## config.mk

```make
export PLATFORM = sky130hd
export DESIGN_NAME = twi_mode_ctl
export DESIGN_NICKNAME = d
export VERILOG_FILES = /design/src/rtl/twi_mode_pkg.sv /design/src/rtl/twi_hw_events.sv /design/src/rtl/twi_mode_reg.sv /design/src/rtl/twi_rx_gate.sv /design/src/rtl/twi_mode_ctl.sv
export SDC_FILE = /design/constraint.sdc
export NUM_CORES = 1
export LEC_CHECK = 0
export BUFFER_PORTS_ARGS = -buffer_cell sky130_fd_sc_hd__buf_2
export CAP_MARGIN = 20
export CELL_PAD_IN_SITES_DETAIL_PLACEMENT = 1
export CELL_PAD_IN_SITES_GLOBAL_PLACEMENT = 2
export CORE_ASPECT_RATIO = 0.6
export CORE_UTILIZATION = 19
export CTS_CLUSTER_DIAMETER = 100
export DETAILED_ROUTE_END_ITERATION = 16
export PLACE_DENSITY_LB_ADDON = 0.1
export SYNTH_ARGS = -nofsm -noshare
export SYNTH_HDL_FRONTEND = slang
export SYNTH_SLANG_ARGS = --single-unit
```

## constraint.sdc

```tcl
create_clock -name clk -period 1.3 [get_ports clk]
set_clock_uncertainty 0.2 [all_clocks]
set_input_delay 0.26 -clock clk [delete_from_list [all_inputs] [get_ports clk]]
set_output_delay 0.26 -clock clk [all_outputs]
set_load 0.02 [all_outputs]
```

## src/rtl/twi_mode_pkg.sv

```systemverilog
package twi_mode_pkg;
  localparam int unsigned CS_W   = 4;
  localparam int unsigned REG_W  = CS_W + 4;
  localparam int unsigned BIT_EN = REG_W - 1;
  localparam int unsigned BIT_RX = REG_W - 2;
  localparam int unsigned BIT_MS = REG_W - 3;
  localparam int unsigned BIT_TR = REG_W - 4;

  typedef enum logic [1:0] {
    MODE_SLV_RX = 2'b00,
    MODE_SLV_TX = 2'b01,
    MODE_MST_RX = 2'b10,
    MODE_MST_TX = 2'b11
  } twi_mode_e;

  typedef struct packed {
    logic            en;
    logic            rx_dis;
    logic            mst;
    logic            trs;
    logic [CS_W-1:0] cs;
  } twi_ctl_t;
endpackage

```

## src/rtl/twi_hw_events.sv

```systemverilog
module twi_hw_events
  import twi_mode_pkg::*;
(
  input  twi_ctl_t cur,
  input  logic     fmt_sync,
  input  logic     ev_arb_lost,
  input  logic     ev_addr_match,
  input  logic     ev_addr_rw,
  input  logic     ev_overrun,
  output logic     clr_mst,
  output logic     clr_trs,
  output logic     set_trs
);
  logic arb_hit, ovr_hit, adr_hit;
  twi_mode_e cur_mode;

  always_comb begin
    cur_mode = twi_mode_e'({cur.mst, cur.trs});
    arb_hit  = cur.en && !fmt_sync && ev_arb_lost && cur.mst;
    ovr_hit  = cur.en &&  fmt_sync && ev_overrun  && cur.mst;
    adr_hit  = cur.en && !fmt_sync && ev_addr_match && ev_addr_rw
               && (cur_mode == MODE_SLV_RX);
    clr_mst  = arb_hit || ovr_hit;
    clr_trs  = arb_hit || ovr_hit;
    set_trs  = adr_hit;
  end
endmodule

```

## src/rtl/twi_mode_reg.sv

```systemverilog
module twi_mode_reg
  import twi_mode_pkg::*;
(
  input  logic             clk,
  input  logic             rst_n,
  input  logic             wr_en,
  input  logic [REG_W-1:0] wr_data,
  input  logic             clr_mst,
  input  logic             clr_trs,
  input  logic             set_trs,
  output twi_ctl_t         q
);
  twi_ctl_t nxt;

  always_comb begin
    nxt = q;
    if (wr_en) nxt = twi_ctl_t'(wr_data);
    if (clr_mst) nxt.mst = 1'b0;
    if (clr_trs) nxt.trs = 1'b0;
    if (set_trs) nxt.trs = 1'b1;
  end

  always_ff @(posedge clk) begin
    if (!rst_n) q <= '0;
    else        q <= nxt;
  end
endmodule

```

## src/rtl/twi_rx_gate.sv

```systemverilog
module twi_rx_gate (
  input  logic clk,
  input  logic rst_n,
  input  logic en,
  input  logic trs,
  input  logic rx_dis,
  input  logic ev_rxdata_read,
  output logic rx_next
);
  logic permit;

  always_comb permit = en && !trs && !rx_dis && ev_rxdata_read;

  always_ff @(posedge clk) begin
    if (!rst_n) rx_next <= 1'b0;
    else        rx_next <= permit;
  end
endmodule

```

## src/rtl/twi_mode_ctl.sv

```systemverilog
module twi_mode_ctl
  import twi_mode_pkg::*;
(
  input  logic             clk,
  input  logic             rst_n,
  input  logic             wr_en,
  input  logic [REG_W-1:0] wr_data,
  output logic [REG_W-1:0] rd_data,
  input  logic             fmt_sync,
  input  logic             ev_arb_lost,
  input  logic             ev_addr_match,
  input  logic             ev_addr_rw,
  input  logic             ev_overrun,
  input  logic             ev_rxdata_read,
  output logic [1:0]       mode,
  output logic             bus_drive_en,
  output logic             rx_next,
  output logic             sclk_out_en,
  output logic [CS_W-1:0]  clk_sel
);
  twi_ctl_t ctl;
  logic clr_mst, clr_trs, set_trs;

  twi_hw_events u_ev (
    .cur           (ctl),
    .fmt_sync      (fmt_sync),
    .ev_arb_lost   (ev_arb_lost),
    .ev_addr_match (ev_addr_match),
    .ev_addr_rw    (ev_addr_rw),
    .ev_overrun    (ev_overrun),
    .clr_mst       (clr_mst),
    .clr_trs       (clr_trs),
    .set_trs       (set_trs)
  );

  twi_mode_reg u_reg (
    .clk     (clk),
    .rst_n   (rst_n),
    .wr_en   (wr_en),
    .wr_data (wr_data),
    .clr_mst (clr_mst),
    .clr_trs (clr_trs),
    .set_trs (set_trs),
    .q       (ctl)
  );

  twi_rx_gate u_rx (
    .clk            (clk),
    .rst_n          (rst_n),
    .en             (ctl.en),
    .trs            (ctl.trs),
    .rx_dis         (ctl.rx_dis),
    .ev_rxdata_read (ev_rxdata_read),
    .rx_next        (rx_next)
  );

  assign rd_data      = ctl;
  assign mode         = {ctl.mst, ctl.trs};
  assign bus_drive_en = ctl.en;
  assign sclk_out_en  = ctl.en && fmt_sync && ctl.mst;
  assign clk_sel      = ctl.cs;
endmodule

```

==> impl_metrics.py, run 1 <==
metrics = {
    "run_status": {
        "status": "finished with violations",
        "violations": "setup timing",
    },
    "sta": {
        "slew_headroom": 0.837,
        "hold_slack_ns": 0.0714,
        "setup_slack_ns": -0.0291,
        "max_freq_mhz": 752,
        "fin_crit_sh": 1.02,
        "rsz0062_at_grt": "yes",
        "hold_viol": 0,
        "finalSetupViolCount": 1,
        "period_minus_slack_ns": 1.33,
        "fin_setup_tns_ns": -0.0291,
        "drv_slew": 0,
        "worstMarginPinSlew_ns": 0.245,
    },
    "clock_network": {
        "postCtsHoldBufs": 0,
        "cts_htree_levels": 1,
        "clock_latency_ns": 0.23,
        "tritoncts": "done",
        "clock-root-buffer": "clkbuf_8",
        "numCtsBuffers": 3,
        "cts.sinks": 9,
        "cts.path.max_buffers": 2,
        "cts.reportedPaths.clkPinSlew_ns": 0.04,
    },
    "final_layout": {
        "final_cell_count_no_fill": 103,
        "nNetsFinal": 91,
        "drive_gt1_frac": 0.603,
        "fin_area_sq_um": 677,
        "antennaDiodeCount": 0,
        "syn2layout_area_growth_pct": 52.8,
    },
    "critical_path": {
        "required_ns": 0.84,
        "worstPathMaxFanout": 5,
        "max_stage_delay_ns": 0.36,
        "rrSetupSlack_ns": 0.17,
        "critPathLaunch": "u_reg.q[7]",
        "reg2reg_depth": 4,
        "cp-start-kind": "register",
        "cp-endpoint": "sclk_out_en",
        "worstSetupPathType": "reg -> out",
        "rr_endpoint": "u_reg.q[4]",
        "crit_arrival_ns": 0.87,
        "r2r-start": "u_reg.q[7]",
        "path_cells": "and3_4, buf_6",
        "crit_path_end_kind": "output port",
        "cp_slowest_cell": "dfxtp_4",
    },
    "hold_path": {
        "hold_class": "in -> reg",
        "min-delay-start": "ev_rxdata_read",
    },
    "placement": {
        "post_dp_cell_area_sq_um": 567,
        "port_buffers": 33,
        "routabilityCongestion": 0.591,
        "numPlacedInstances": 95,
    },
    "floorplanning": {
        "die_h_um": 39.4,
        "rows": 13,
        "core_area_sq_um": 2180,
        "die_area_sq_um": 2530,
        "fp.dieW_um": 64.3,
        "io_pins": 34,
        "initial_core_util": 0.203,
    },
    "synthesis": {
        "synth_xor_area_frac": 0,
        "synth_top_area_cell": "dfxtp_1",
        "netlist_area_sq_um": 443,
        "synth_cells": 42,
        "synth_mux_area_frac": 0.203,
        "synth_warnings": 0,
        "synth-compound-area-share": 0.0254,
        "syn_avg_cell_area_sq_um": 10.5,
        "seq_area_frac_synth": 0.407,
        "ys_types": 13,
        "synth_fp_nets": 59,
        "synth_fa_ha_area_frac": 0,
        "synth-simple-area-share": 0.186,
        "synth_top_cells_by_area": "dfxtp_1, mux2i_1, buf_4, nor2b_1, nor3b_2",
        "synth_top_area_share": 0.407,
        "synth_seq_cells": 9,
        "synth_top_family_by_area": "multiplexers",
    },
    "drt": {
        "via_per_inst": 3.85,
        "drtPass1Iterations": 2,
        "antenna_left": 0,
        "wirelength_um": 1030,
        "num_vias": 397,
        "drc": 0,
        "drt_iter0_drc": 9,
        "wl_per_cell_um": 9.99,
    },
    "global_route": {
        "first_global_vias": 353,
        "grtUsageTotal": 0.0860,
        "overflow": 0,
        "grt_start_max_net_pins": 9,
        "antenna_found_initial": 0,
        "grt_first_pass_wirelength_um": 1540,
    },
    "pwr": {
        "switching_power_mw": 0.190,
        "pwr-share-comb": 0.197,
        "p_int_mw": 0.578,
        "clkPwrFrac": 0.408,
        "p_per_area_nw_per_um2": 1130,
        "total_power_mw": 0.768,
        "irDropWorstVdd_v": 0.000361,
        "sw_frac_of_total": 0.248,
        "p_seq_frac": 0.395,
        "leakagePower_nw": 0.349,
    },
    "job": {
        "maxCapViolations": 0,
    },
}
routing by layer:
layer,global-route usage,vias up,wire [um]
met5,0,-,0
met4,0.0167,0,0
met3,0.0436,0,69
met2,0.147,16,495
met1,0.0981,184,464
li1,-,197,-
cell usage in the layout (no fill, tap or decap), drive strengths merged, types with 4 or more instances in the layout:
cell type / synthesis / layout
buf: 10 / 37
mux2i: 9 / 9
nor2b: 6 / 6
clkbuf: 0 / 4
dfxtp: 9 / 9
cells by family after synthesis:
| logic type | Yosys count |
|---|---|
| AOI/OAI and AO/OA | 2 |
| muxes | 9 |
| and+or+nand+nor | 12 |
| buffers and inverters | 10 |
| DFF | 9 |
how the worst min path moves through the flow:
stage | slack, ns | depth (start not counted) | endpoint
floorplan | 0.19 | 1 | u_reg.q[0]
CTS | 0.07 | 2 | u_rx.rx_next
finish | 0.07 | 2 | u_rx.rx_next
global route | 0.09 | 2 | u_rx.rx_next
detailed placement | 0.26 | 1 | u_rx.rx_next
global placement | 0.25 | 1 | u_rx.rx_next
flip-flops by register name (all words and copies together) (netlist names):
register	flops
u_rx.rx_next	1
u_reg.q	8
repair_timing:
action	4_1_cts	5_1_grt
endpoints found under the setup margin	3	3
setup buffers	3	1
gates resized for setup	6	6
power by group through the flow:
stage / Sequential, mW / Combinational (mW) / Clock, mW
3_3_place_gp: 0.311 / 0.135 / 0
4_1_cts: 0.303 / 0.144 / 0.328
5_1_grt: 0.305 / 0.165 / 0.346
6_report: 0.304 / 0.151 / 0.313
2_1_floorplan: 0.324 / 0.0854 / 0
3_5_place_dp: 0.312 / 0.133 / 0
stage by stage:
step / setup WS [ns] / utilization
2_1_floorplan: 0.0488 / -
3_3_place_gp: 0.131 / 0.260
3_5_place_dp: 0.101 / 0.260
4_1_cts: -0.0302 / 0.297
5_1_grt: -0.0509 / 0.311
6_report: -0.0291 / 0.311
cells in the mapped netlist (all sizes together):
master / instances
and3: 1
buf: 10
dfxtp: 9
mux2i: 9
nand2: 1
nand3b: 1
nand4bb: 1
nor2: 1
nor2b: 6
nor3b: 1
o21ai: 1
o22ai: 1
worst max-delay path, delay by kind of cell (launching register included):
kind | cells | cell delay, ns
AND/OR/NAND/NOR | 1 | 0.17
buffers and inverters | 1 | 0.11
flip-flops | 1 | 0.36
area by class of cell:
class / count / area, sq um
repair buffers: 37 / 218
fillers: 262 / 1500
well taps: 30 / 37.5
multi-input cells: 23 / 189
clock buffers: 4 / 45.0
flip-flops and latches: 9 / 188
No activity file was read; power rests on OpenSTA's default activity.
==> run 2: changes to the inputs <==
--- a/config.mk
+++ b/config.mk
@@ -14,6 +14,7 @@
 export CTS_CLUSTER_DIAMETER = 100
 export DETAILED_ROUTE_END_ITERATION = 16
 export PLACE_DENSITY_LB_ADDON = 0.1
+export SETUP_SLACK_MARGIN = 0.05
 export SYNTH_ARGS = -nofsm -noshare
 export SYNTH_HDL_FRONTEND = slang
 export SYNTH_SLANG_ARGS = --single-unit
==> impl_metrics.py, run 2 (synthesized netlist as in run 1, its figures left out) <==
metrics = {
    "drt": {
        "drt_iter0_drc": 1,
        "drtPass1Iterations": 3,
        "via_per_inst": 3.76,
        "wirelength_um": 1040,
        "drc": 0,
        "num_vias": 387,
        "antenna_left": 0,
        "wl_per_cell_um": 10.1,
    },
    "final_layout": {
        "multi_input_area_sq_um": 189,
        "syn2layout_area_growth_pct": 55.1,
        "largest_reg_flops": 8,
        "regMostFlops": "u_reg.q",
        "fin_area_sq_um": 687,
        "final_cell_mix": "buf_2, mux2i_1, nor2b_1, buf_4, dfxtp_1",
        "seq_area_sq_um": 184,
        "nNetsFinal": 91,
        "layout_commonest_cell": "buf_2",
        "reg_top3": "u_reg.q (8), u_rx.rx_next (1)",
        "drive_gt1_frac": 0.616,
        "fill_cells": 277,
        "antennaDiodeCount": 0,
    },
    "job": {
        "maxCapViolations": 0,
    },
    "global_route": {
        "first_global_vias": 334,
        "overflow": 0,
        "antenna_found_initial": 0,
        "grtUsageTotal": 0.0945,
        "grt_start_max_net_pins": 9,
        "grt_first_pass_wirelength_um": 1590,
    },
    "placement": {
        "pre_cts_slack_ns": 0.115,
        "port_buffers": 33,
        "routabilityCongestion": 0.651,
        "dp_hpwl_um": 826,
        "post_dp_cell_area_sq_um": 576,
    },
    "clock_network": {
        "clock_latency_ns": 0.23,
        "tritoncts": "done",
        "postCtsHoldBufs": 0,
        "numCtsBuffers": 3,
        "clock-root-buffer": "clkbuf_8",
        "cts.sinks": 9,
        "cts.path.max_buffers": 2,
        "cts_htree_levels": 1,
        "cts.reportedPaths.clkPinSlew_ns": 0.04,
    },
    "floorplanning": {
        "core_area_sq_um": 2180,
        "initial_core_util": 0.203,
        "rows": 13,
        "die_h_um": 39.4,
        "io_pins": 34,
        "fp.dieW_um": 64.3,
        "die_area_sq_um": 2530,
    },
    "sta": {
        "fin_crit_sh": 1.00,
        "slew_headroom": 0.839,
        "max_freq_mhz": 766,
        "finalSetupViolCount": 1,
        "hold_viol": 0,
        "drv_slew": 0,
        "fin_setup_tns_ns": -0.00521,
        "period_minus_slack_ns": 1.31,
        "rsz0062_at_grt": "yes",
        "worstMarginPinSlew_ns": 0.242,
        "setup_slack_ns": -0.00521,
    },
    "critical_path": {
        "cp_slowest_cell": "dfxtp_2",
        "crit_path_end_kind": "output port",
        "worstSetupPathType": "reg -> out",
        "required_ns": 0.84,
        "cp-start-kind": "register",
        "worstPathMaxFanout": 3,
        "max_stage_delay_ns": 0.33,
        "path_cells": "and3_4, buf_6",
        "crit_arrival_ns": 0.85,
    },
    "pwr": {
        "p_per_area_nw_per_um2": 1130,
        "total_power_mw": 0.780,
        "leakagePower_nw": 0.351,
        "irDropWorstVdd_v": 0.000297,
    },
    "run_status": {
        "status": "finished with violations",
        "violations": "setup timing",
    },
    "hold_path": {
        "hold_class": "in -> reg",
    },
}
-- run 2: cell count changes in the layout (fill, tap and decap cells not counted) --
cell     change
buf_6        +1
dfxtp_2      +3
dfxtp_1      -1
buf_4        +3
buf_2        -4
dfxtp_4      -2
-- run 2: final cells by class --
| cell class | instances | share of cell area |
|---|---|---|
| Clock buffer | 4 | 0.0656 |
| Multi-Input combinational cell | 23 | 0.275 |
| Sequential cell | 9 | 0.268 |
| Tap cell | 30 | 0.0546 |
| Timing Repair Buffer | 37 | 0.337 |
-- run 2: metal layers --
layer  global-route usage  up-vias  routed length (um)
li1                     -      195                   -
met1                0.117      172                 496
met2                0.129       18                 449
met3               0.0523        2                  80
met4               0.0500        0                  19
met5                    0        -                   0
-- run 2: repair_timing --
item,CTS,global route
buffers inserted,3,0
pin swaps,0,0
resized for setup,13,3
endpoints found under the setup margin,5,8
gates cloned,0,0
-- run 2: power by group --
part | switching [mW] | internal (mW) | total, mW
Clock | 0.104 | 0.213 | 0.317
Sequential | 0.0104 | 0.294 | 0.305
Combinational | 0.0791 | 0.0787 | 0.158
-- run 2: path summary, 6_finish.rpt --
| check | depth (start not counted) | startpoint | endpoint | slack, ns |
|---|---|---|---|---|
| setup / recovery | 2 | u_reg.q[5] | sclk_out_en | -0.005 |
| hold / removal | 2 | ev_rxdata_read | u_rx.rx_next | 0.08 |
| hold reg to reg | 1 | u_reg.q[6] | u_rx.rx_next | 0.26 |
| setup reg to reg | 4 | u_reg.q[7] | u_reg.q[4] | 0.20 |
-- run 2: critical path, delay by kind of cell, from the launching register on --
family | cells | cell delay, ns
buffers and inverters | 1 | 0.11
DFF | 1 | 0.33
and+or+nand+nor | 1 | 0.18
-- run 2: through the flow --
step / hold slack [ns] / cells / utilization
after floorplan: 0.188 / 42 / -
after global placement: 0.253 / 96 / 0.264
after detailed placement: 0.253 / 96 / 0.264
after CTS: 0.0755 / 103 / 0.312
after global routing: 0.0680 / 103 / 0.315
final: 0.0783 / 103 / 0.315
==> run 3: changes to the inputs <==
==> constraint.sdc (replaced) <==
create_clock -name clk -period 1.3 [get_ports clk]
set_clock_uncertainty 0.2 [all_clocks]
set_input_delay 0 -clock clk [delete_from_list [all_inputs] [get_ports clk]]
set_output_delay 0 -clock clk [all_outputs]
set_load 0.02 [all_outputs]
==> impl_metrics.py, run 3 (synthesized netlist as in run 1, its figures left out) <==
metrics = {
    "run_status": {
        "status": "finished with violations",
        "violations": "hold timing",
    },
    "floorplanning": {
        "rows": 13,
        "die_h_um": 39.4,
        "core_area_sq_um": 2180,
        "fp.dieW_um": 64.3,
        "io_pins": 34,
        "die_area_sq_um": 2530,
        "initial_core_util": 0.203,
    },
    "clock_network": {
        "tritoncts": "done",
        "cts_htree_levels": 1,
        "cts.reportedPaths.clkPinSlew_ns": 0.04,
        "clock_latency_ns": 0.23,
        "clock-root-buffer": "clkbuf_8",
        "cts.sinks": 9,
        "numCtsBuffers": 3,
        "post_cts_resized": 0,
        "cts.path.max_buffers": 2,
    },
    "pwr": {
        "p_per_area_nw_per_um2": 1060,
        "total_power_mw": 0.785,
        "irDropWorstVdd_v": 0.000380,
        "leakagePower_nw": 0.380,
    },
    "critical_path": {
        "required_ns": 1.10,
        "max_stage_delay_ns": 0.53,
        "worstPathMaxFanout": 3,
        "crit_path_end_kind": "output port",
        "cp-start-kind": "input pin",
        "cp_slowest_cell": "dlygate4sd3_1",
        "reg2reg_depth": 3,
        "crit_top_cell": "buf_2",
        "crit_arrival_ns": 0.99,
        "path_cells": "dlygate4sd3_1, buf_2, and3_1, buf_2",
        "worstSetupPathType": "in -> out",
    },
    "drt": {
        "wl_per_cell_um": 10.5,
        "num_vias": 424,
        "drtPass1Iterations": 2,
        "drt_iter0_drc": 16,
        "antenna_left": 0,
        "wirelength_um": 1180,
        "via_per_inst": 3.79,
        "drc": 0,
    },
    "hold_path": {
        "min_delay_path_depth": 4,
        "hold_class": "in -> reg",
    },
    "placement": {
        "dp_hpwl_um": 842,
        "post_dp_cell_area_sq_um": 567,
        "numPlacedInstances": 95,
        "pre_cts_slack_ns": 0.204,
        "routabilityCongestion": 0.581,
        "port_buffers": 33,
    },
    "sta": {
        "slew_headroom": 0.825,
        "drv_slew": 0,
        "fin_crit_sh": 0.918,
        "setup_slack_ns": 0.107,
        "period_minus_slack_ns": 1.19,
        "hold_viol": 1,
        "finalSetupViolCount": 0,
        "max_freq_mhz": 838,
        "hold_slack_ns": -0.0111,
        "rsz0062_at_grt": "no",
        "worstMarginPinSlew_ns": 0.263,
        "fin_setup_tns_ns": 0,
    },
    "final_layout": {
        "syn2layout_area_growth_pct": 67.5,
        "drive_gt1_frac": 0.451,
        "reg_top3": "u_reg.q (8), u_rx.rx_next (1)",
        "nNetsFinal": 100,
        "fin_util": 0.340,
        "fin_area_sq_um": 742,
        "largest_reg_flops": 8,
        "final_cell_mix": "buf_2, dlygate4sd3_1, mux2i_1, dfxtp_1, nor2b_1",
        "regMostFlops": "u_reg.q",
        "antennaDiodeCount": 0,
        "final_cell_count_no_fill": 112,
        "layout_commonest_cell": "buf_2",
    },
    "global_route": {
        "antenna_found_initial": 0,
        "first_global_vias": 352,
        "met1_usage": 0.117,
        "grt_start_max_net_pins": 9,
        "overflow": 0,
        "grt_first_pass_wirelength_um": 1680,
        "grtUsageTotal": 0.0997,
        "met3_usage": 0.0349,
        "grtUsageMet2": 0.166,
        "busiest_layer": "met2",
    },
    "job": {
        "maxCapViolations": 0,
    },
}
[run 3: changes by cell type in the layout (fill, tap and decap cells not counted), sizes merged]
cell / before / now
buf: 37 / 33
dlygate4sd3: 0 / 13
[run 3: critical path: cells and delay by family]
family	cells	cell delay, ns
buffers and inverters	3	0.82
and+or+nand+nor	1	0.17
[run 3: worst paths after layout]
kind	from	endpoint	slack, ns
worst max-delay path	fmt_sync	sclk_out_en	0.11
worst min-delay path	ev_arb_lost	u_reg.q[5]	-0.01
worst min register to register	u_reg.q[6]	u_rx.rx_next	0.24
worst max register to register	u_reg.q[7]	u_reg.q[4]	0.23
[run 3: layout make-up]
cell class	count	area, sq um
clock buffer	4	45.0
fill	258	1440
multi-input combinational	23	184
sequential	9	180
tap	30	37.5
timing repair buffer	46	295
[run 3: power breakdown]
group	internal, mW	switching (mW)	total, mW	leakage, nW
clock	0.213	0.104	0.317	0.0228
sequential	0.293	0.0126	0.306	0.0742
combinational	0.0841	0.0784	0.162	0.283
[run 3: timing repair]
action                                 in CTS  in global routing
buffers inserted                            0                  0
hold buffers                               13                  0
endpoints found under the hold margin       9                  0
[run 3: per-layer routing]
metal | vias up | share of wire | wire [um]
li1 | 212 | - | -
met1 | 196 | 0.47 | 559
met2 | 16 | 0.48 | 566
met3 | 0 | 0.043 | 51
met4 | 0 | 0 | 0
met5 | - | 0 | 0
